--- src/rtl/tmr_pkg.sv ---
package tmr_pkg;

    typedef enum logic [2:0] {
        M_TERM    = 3'd0,
        M_ONESHOT = 3'd1,
        M_RATE    = 3'd2,
        M_SQUARE  = 3'd3,
        M_SWSTB   = 3'd4,
        M_HWSTB   = 3'd5
    } tmr_mode_e;

    typedef struct packed {
        logic load;
        logic dec;
    } cnt_cmd_t;

    // codes 6 and 7 alias the periodic modes
    function automatic tmr_mode_e norm_mode(input logic [2:0] code);
        case (code)
            3'd6:    return M_RATE;
            3'd7:    return M_SQUARE;
            default: return tmr_mode_e'(code);
        endcase
    endfunction

    function automatic logic idle_level(input tmr_mode_e m);
        return m != M_TERM;
    endfunction

    function automatic logic [3:0] digit_dec(input logic [3:0] d);
        return (d == 4'd0) ? 4'd9 : d - 4'd1;
    endfunction

    function automatic logic [3:0] digit_half(input logic [3:0] d, input logic upper_odd);
        return {1'b0, d[3:1]} + (upper_odd ? 4'd5 : 4'd0);
    endfunction

endpackage

--- src/rtl/tmr_edge.sv ---
module tmr_edge (
    input  logic clk,
    input  logic rst,
    input  logic tclk,
    input  logic gate,
    input  logic clr,
    output logic tick,
    output logic trig
);
    logic tclk_q, gate_q, hold_q, rise;

    assign tick = tclk_q & ~tclk;
    assign rise = gate & ~gate_q;
    assign trig = rise | hold_q;

    always_ff @(posedge clk) begin
        if (rst) begin
            tclk_q <= 1'b0;
            gate_q <= 1'b1;
            hold_q <= 1'b0;
        end else begin
            tclk_q <= tclk;
            gate_q <= gate;
            if (clr || tick)
                hold_q <= 1'b0;
            else if (rise)
                hold_q <= 1'b1;
        end
    end
endmodule

--- src/rtl/tmr_counter.sv ---
module tmr_counter
    import tmr_pkg::*;
#(
    parameter int W = 16
) (
    input  logic         clk,
    input  logic         rst,
    input  cnt_cmd_t     cmd,
    input  logic [W-1:0] ld_val,
    input  logic         bcd,
    output logic         cnt_one,
    output logic         nxt_zero,
    output logic         nxt_one,
    output logic         nxt_low
);
    localparam int NDIG = W / 4;

    logic [W-1:0] cnt_q, half_q;
    logic [W-1:0] nv, nv_bin, nv_bcd;
    logic [W-1:0] half_bin, half_bcd;
    logic [NDIG-1:0] brw;
    logic ld_zero;

    assign ld_zero = (ld_val == '0);
    assign brw[0]  = 1'b1;

    for (genvar g = 0; g < NDIG; g++) begin : g_dig
        logic [3:0] d;
        assign d = cnt_q[4*g +: 4];
        assign nv_bcd[4*g +: 4] = brw[g] ? digit_dec(d) : d;
        if (g < NDIG - 1) begin : g_mid
            assign brw[g+1] = brw[g] & (d == 4'd0);
            assign half_bcd[4*g +: 4] = digit_half(ld_val[4*g +: 4], ld_val[4*(g+1)]);
        end else begin : g_top
            assign half_bcd[4*g +: 4] = ld_zero ? 4'd5 : digit_half(ld_val[4*g +: 4], 1'b0);
        end
    end

    assign nv_bin   = cnt_q - W'(1);
    assign half_bin = ld_zero ? {1'b1, {(W-1){1'b0}}} : (ld_val >> 1);
    assign nv       = bcd ? nv_bcd : nv_bin;

    always_ff @(posedge clk) begin
        if (rst) begin
            cnt_q  <= '0;
            half_q <= '0;
        end else if (cmd.load) begin
            cnt_q  <= ld_val;
            half_q <= bcd ? half_bcd : half_bin;
        end else if (cmd.dec) begin
            cnt_q  <= nv;
        end
    end

    assign cnt_one  = (cnt_q == W'(1));
    assign nxt_zero = (nv == '0);
    assign nxt_one  = (nv == W'(1));
    assign nxt_low  = (nv != '0) && (nv <= half_q);
endmodule

--- src/rtl/tmr_ctrl.sv ---
module tmr_ctrl
    import tmr_pkg::*;
#(
    parameter int W = 16
) (
    input  logic         clk,
    input  logic         rst,
    input  logic         cfg_we,
    input  logic [2:0]   cfg_mode,
    input  logic         cfg_bcd,
    input  logic         cnt_we,
    input  logic [W-1:0] cnt_val,
    input  logic         tick,
    input  logic         trig,
    input  logic         gate,
    input  logic         cnt_one,
    input  logic         nxt_zero,
    input  logic         nxt_one,
    input  logic         nxt_low,
    output cnt_cmd_t     cmd,
    output logic [W-1:0] init_q,
    output logic         bcd_q,
    output logic         out,
    output logic         pending
);
    tmr_mode_e mode_q, new_mode;
    logic out_q, run_q, armed_q, pend_q;
    logic out_n, run_n, pend_n, do_load, do_dec;
    logic periodic, strobe;

    assign new_mode = norm_mode(cfg_mode);
    assign periodic = (mode_q == M_RATE) || (mode_q == M_SQUARE);
    assign strobe   = (mode_q == M_SWSTB) || (mode_q == M_HWSTB);

    always_comb begin
        do_load = 1'b0;
        do_dec  = 1'b0;
        out_n   = out_q;
        run_n   = run_q;
        pend_n  = pend_q;
        if (periodic && !gate) begin
            out_n = 1'b1;
            run_n = 1'b0;
        end else if (tick) begin
            if (strobe)
                out_n = 1'b1;
            case (mode_q)
                M_TERM, M_SWSTB: begin
                    if (!run_q && pend_q) begin
                        do_load = 1'b1;
                        run_n   = 1'b1;
                        pend_n  = 1'b0;
                    end else if (run_q && gate) begin
                        do_dec = 1'b1;
                        if (nxt_zero) begin
                            run_n = 1'b0;
                            out_n = (mode_q == M_TERM);
                        end
                    end
                end
                M_ONESHOT, M_HWSTB: begin
                    if (trig && armed_q) begin
                        do_load = 1'b1;
                        run_n   = 1'b1;
                        pend_n  = 1'b0;
                        if (mode_q == M_ONESHOT)
                            out_n = 1'b0;
                    end else if (run_q) begin
                        do_dec = 1'b1;
                        if (nxt_zero) begin
                            run_n = 1'b0;
                            out_n = (mode_q == M_ONESHOT);
                        end
                    end
                end
                default: begin
                    if (!run_q || cnt_one) begin
                        if (armed_q) begin
                            do_load = 1'b1;
                            run_n   = 1'b1;
                            pend_n  = 1'b0;
                            out_n   = 1'b1;
                        end
                    end else begin
                        do_dec = 1'b1;
                        out_n  = (mode_q == M_RATE) ? !nxt_one : !nxt_low;
                    end
                end
            endcase
        end
    end

    assign cmd.load = do_load & ~cfg_we;
    assign cmd.dec  = do_dec & ~cfg_we;

    always_ff @(posedge clk) begin
        if (rst) begin
            mode_q  <= M_TERM;
            bcd_q   <= 1'b0;
            out_q   <= 1'b0;
            run_q   <= 1'b0;
            armed_q <= 1'b0;
            pend_q  <= 1'b0;
            init_q  <= '0;
        end else if (cfg_we) begin
            mode_q  <= new_mode;
            bcd_q   <= cfg_bcd;
            out_q   <= idle_level(new_mode);
            run_q   <= 1'b0;
            armed_q <= 1'b0;
            pend_q  <= 1'b0;
        end else begin
            out_q  <= out_n;
            run_q  <= run_n;
            pend_q <= pend_n;
            if (cnt_we) begin
                init_q  <= cnt_val;
                armed_q <= 1'b1;
                pend_q  <= 1'b1;
                if (mode_q == M_TERM || mode_q == M_SWSTB)
                    run_q <= 1'b0;
                if (mode_q == M_TERM)
                    out_q <= 1'b0;
            end
        end
    end

    assign out     = out_q;
    assign pending = pend_q;
endmodule

--- src/rtl/tmr_channel.sv ---
module tmr_channel
    import tmr_pkg::*;
#(
    parameter int W = 16
) (
    input  logic         clk,
    input  logic         rst,
    input  logic         tclk,
    input  logic         gate,
    input  logic         cfg_we,
    input  logic [2:0]   cfg_mode,
    input  logic         cfg_bcd,
    input  logic         cnt_we,
    input  logic [W-1:0] cnt_val,
    output logic         out,
    output logic         pending
);
    logic         tick, trig;
    logic         cnt_one, nxt_zero, nxt_one, nxt_low;
    logic         bcd_w;
    logic [W-1:0] init_w;
    cnt_cmd_t     cmd;

    tmr_edge u_edge (
        .clk  (clk),
        .rst  (rst),
        .tclk (tclk),
        .gate (gate),
        .clr  (cfg_we),
        .tick (tick),
        .trig (trig)
    );

    tmr_ctrl #(.W(W)) u_ctrl (
        .clk      (clk),
        .rst      (rst),
        .cfg_we   (cfg_we),
        .cfg_mode (cfg_mode),
        .cfg_bcd  (cfg_bcd),
        .cnt_we   (cnt_we),
        .cnt_val  (cnt_val),
        .tick     (tick),
        .trig     (trig),
        .gate     (gate),
        .cnt_one  (cnt_one),
        .nxt_zero (nxt_zero),
        .nxt_one  (nxt_one),
        .nxt_low  (nxt_low),
        .cmd      (cmd),
        .init_q   (init_w),
        .bcd_q    (bcd_w),
        .out      (out),
        .pending  (pending)
    );

    tmr_counter #(.W(W)) u_cnt (
        .clk      (clk),
        .rst      (rst),
        .cmd      (cmd),
        .ld_val   (init_w),
        .bcd      (bcd_w),
        .cnt_one  (cnt_one),
        .nxt_zero (nxt_zero),
        .nxt_one  (nxt_one),
        .nxt_low  (nxt_low)
    );
endmodule

--- config.mk ---
export PLATFORM = sky130hd
export DESIGN_NAME = tmr_channel
export DESIGN_NICKNAME = d
export VERILOG_FILES = /design/src/rtl/tmr_pkg.sv /design/src/rtl/tmr_edge.sv /design/src/rtl/tmr_counter.sv /design/src/rtl/tmr_ctrl.sv /design/src/rtl/tmr_channel.sv
export SDC_FILE = /design/constraint.sdc
export NUM_CORES = 1
export LEC_CHECK = 0
export BUFFER_PORTS_ARGS = -buffer_cell sky130_fd_sc_hd__buf_2
export CORE_MARGIN = 2
export CORE_UTILIZATION = 55
export DETAILED_ROUTE_END_ITERATION = 12
export GPL_TIMING_DRIVEN = 1
export PLACE_DENSITY = 0.75
export SKIP_LAST_GASP = 1
export SLEW_MARGIN = 15
export SYNTH_ARGS = -nofsm -noshare
export SYNTH_HDL_FRONTEND = slang
export SYNTH_SLANG_ARGS = --single-unit
export TNS_END_PERCENT = 20
--- constraint.sdc ---
create_clock -name clk -period 5.48 [get_ports clk]
set_input_delay 0.274 -clock clk [delete_from_list [all_inputs] [get_ports clk]]
set_output_delay 0.274 -clock clk [all_outputs]
set_load 0.02 [all_outputs]
==> run metrics <==
outcome complete, no violations; Final setup violation count 0; wire length per cell between 15 and 20 microns; setup TNS 0 ns; die width slightly below 90 microns; number of synthesized register bits between 50 and 60; Post-Route WL 10050 microns; Root Buffer clkbuf_8; NetSw 0.0002634 W; Comb pwr share 12.0%; First-pass DRT Iterations 5; Multi-input gate area ~0.0025 sq mm; Area Overhead vs Synth 7.798%; crit path max fanout 10; LEAKAGE 1.558 nW; Clk Latency, worst-skew pair around 0.35 ns; Sequential Power Share 50.4%; Critical Path End Type register; critical path data arrival time 4.64 ns; fmax 0.2299 GHz; Slew @ Worst Pin 1.070 ns; IO buf count 27; Setup Crit Path Kind register to register; fin crit share between 70% and 80%; Post-CTS Setup Repair Bufs 0; Internal 0.0006462 W; H-tree depth 3; sw frac 28.96%; HPWL Detailed between 7000 and 8000 microns; share of cells above drive strength 1 between 10% and 20%; CP required approximately 5.8 ns; register area share after synthesis 30.17%; core box area 0.006832 sq mm; Ys Warns 0; worst hold-check path type primary input to register; global-route wire length before repair ~16000 microns; largest net degree at the start of global routing 59; DRC 0; total number of vias 3765; gpl congestion 0.8879; PwrDens around 220 mW/mm^2; total power 0.0009096 W; Antenna Nets Post-Route 0; metal1 wirelength 4807 microns; register area between 0.001 and 0.0015 sq mm; vias in the first global route 3280; Clock Power Share 37.6%; syn_nets around 560; pins over their slew limit 0; CTS tree done; Die Area 0.007809 sq mm; Hold WS about 0.16 ns; RSZ-0062 raised after global routing no; Post-synth EDFFs 0; most frequent cells in the layout nand2_1 (83), dfxtp_1 (59), a21oi_1 (55); Netlist Area Pre-Place approximately 0.0039 sq mm; Top Layer Used met4; final hold violations 0; total clock sinks 59; post-cts sizing count 0; global route overflow 0; met3 WL 625 microns; post-route core utilization between 60% and 70%; IO Count 28; wire length on met2 4484 microns; Synth async-reset ratio 0%; Synth Instances 509; CP Launch Type register; vias per cell 6.092; Nets 572; FF-to-FF setup slack 1.13 ns; Clock transition at path regs 0.07 ns; Ant. Diodes 0; GRT Total Usage 27.33%; Initial Utilization 57.31%; fin crit period 4.349 ns; post-synthesis cell type count 62; Mean Syn Cell Area 7.692 sq um; worst ir drop on vdd 0.0001880 V; Slew headroom 28.69%; WHS Path Cells 3; # rows 30; FF-to-FF path depth 15; initial antenna violation count 0; CTS Hold Bufs 0; worst-case clock buffer depth 2; Fillers 644; TritonCTS Buffers 9; Clock Skew 0.008156 ns; Iteration-0 DRC Markers 281; Max Cap Viol 0; commonest non-fill, non-tap cell in the layout nand2_1; Primary FF master, synth dfxtp_1; Die H 88.37 microns
-- flip-flops by register name, summed over array words and instances (netlist names) --
signal	flops
u_cnt.cnt_q	16
u_edge.tclk_q	1
u_cnt.half_q	16
u_edge.hold_q	1
u_ctrl.bcd_q	1
u_ctrl.pending	1
u_ctrl.mode_q	3
u_ctrl.armed_q	1
u_ctrl.out	1
u_ctrl.run_q	1
u_ctrl.init_q	16
u_edge.gate_q	1
-- power groups by stage --
stage	combinational [W]	sequential [W]	clock (W)
floorplan	0.0000813	0.000459	0
global placement	0.000105	0.000467	0
detailed placement	0.000107	0.000468	0
CTS	0.000108	0.000458	0.000350
global route	0.000123	0.000460	0.000366
finish	0.000109	0.000458	0.000342
-- cells in the mapped netlist (8+ instances only) --
cell / count / area [sq um]
a211oi_1: 12 / 90.09
a21oi_1: 55 / 275.3
a22oi_1: 16 / 120.1
clkbuf_1: 24 / 90.09
dfxtp_1: 59 / 1181
ha_1: 29 / 362.9
inv_1: 23 / 86.33
mux2i_1: 11 / 110.1
nand2_1: 83 / 311.6
nand3_1: 9 / 45.04
nand4_1: 8 / 50.05
nor2_1: 40 / 150.1
nor3_1: 9 / 45.04
nor4_1: 10 / 62.56
o211ai_1: 11 / 82.58
o21ai_0: 10 / 50.05
-- layout make-up --
type / instances / area share, %
Sequential cell: 59 / 27.99
Multi-Input combinational cell: 395 / 59.74
Timing Repair Buffer: 29 / 3.558
Inverter: 23 / 2.046
Clock inverter: 5 / 0.7115
Clock buffer: 11 / 3.113
Tap cell: 96 / 2.846
-- worst max-delay path, stage by stage, from the launching register on --
cell      delay, ns
dfxtp_1        0.40
nor4_2         0.64
nand2_1        0.14
or4_4          0.45
o221a_1        0.26
or3_4          0.37
ha_1           0.32
nand3_1        0.10
nor3_1         0.18
a211oi_1       0.07
o21ai_0        0.23
o21bai_1       0.16
a31oi_1        0.05
or4_1          0.56
a31oi_1        0.23
or3_1          0.15
-- metal layers --
metal  track usage [%]  up-vias
met3             5.131       17
li1                  -     1861
met2             42.38      139
met1             39.06     1748
met4             7.438        0
met5                 0        -
-- cell families (layout without fill, tap and decap cells) --
family | Yosys count | count (layout) | share of synthesized area [%]
xor+xnor | 8 | 8 | 1.790
flops | 59 | 59 | 30.17
compound gates | 138 | 138 | 22.92
fa+ha+maj | 29 | 29 | 9.268
simple gates | 205 | 205 | 26.08
buf+inv | 55 | 68 | 5.817
mux | 15 | 15 | 3.963
-- path summary, 6_finish.rpt --
path,start,end
max,u_cnt.cnt_q[2],u_ctrl.out
max reg2reg,u_cnt.cnt_q[2],u_ctrl.out
min,cnt_val[15],u_ctrl.init_q[15]
min reg2reg,u_cnt.half_q[2],u_cnt.half_q[2]
-- through the flow --
stage / setup slack, ns / std cells / instance area (sq um)
after floorplan: 1.558 / 509 / 3915
after global placement: 1.453 / 602 / 4051
after detailed placement: 1.284 / 602 / 4051
after CTS: 1.227 / 618 / 4213
after global routing: 0.8181 / 618 / 4220
final: 1.131 / 618 / 4220
(Power assumes the default switching activity.)
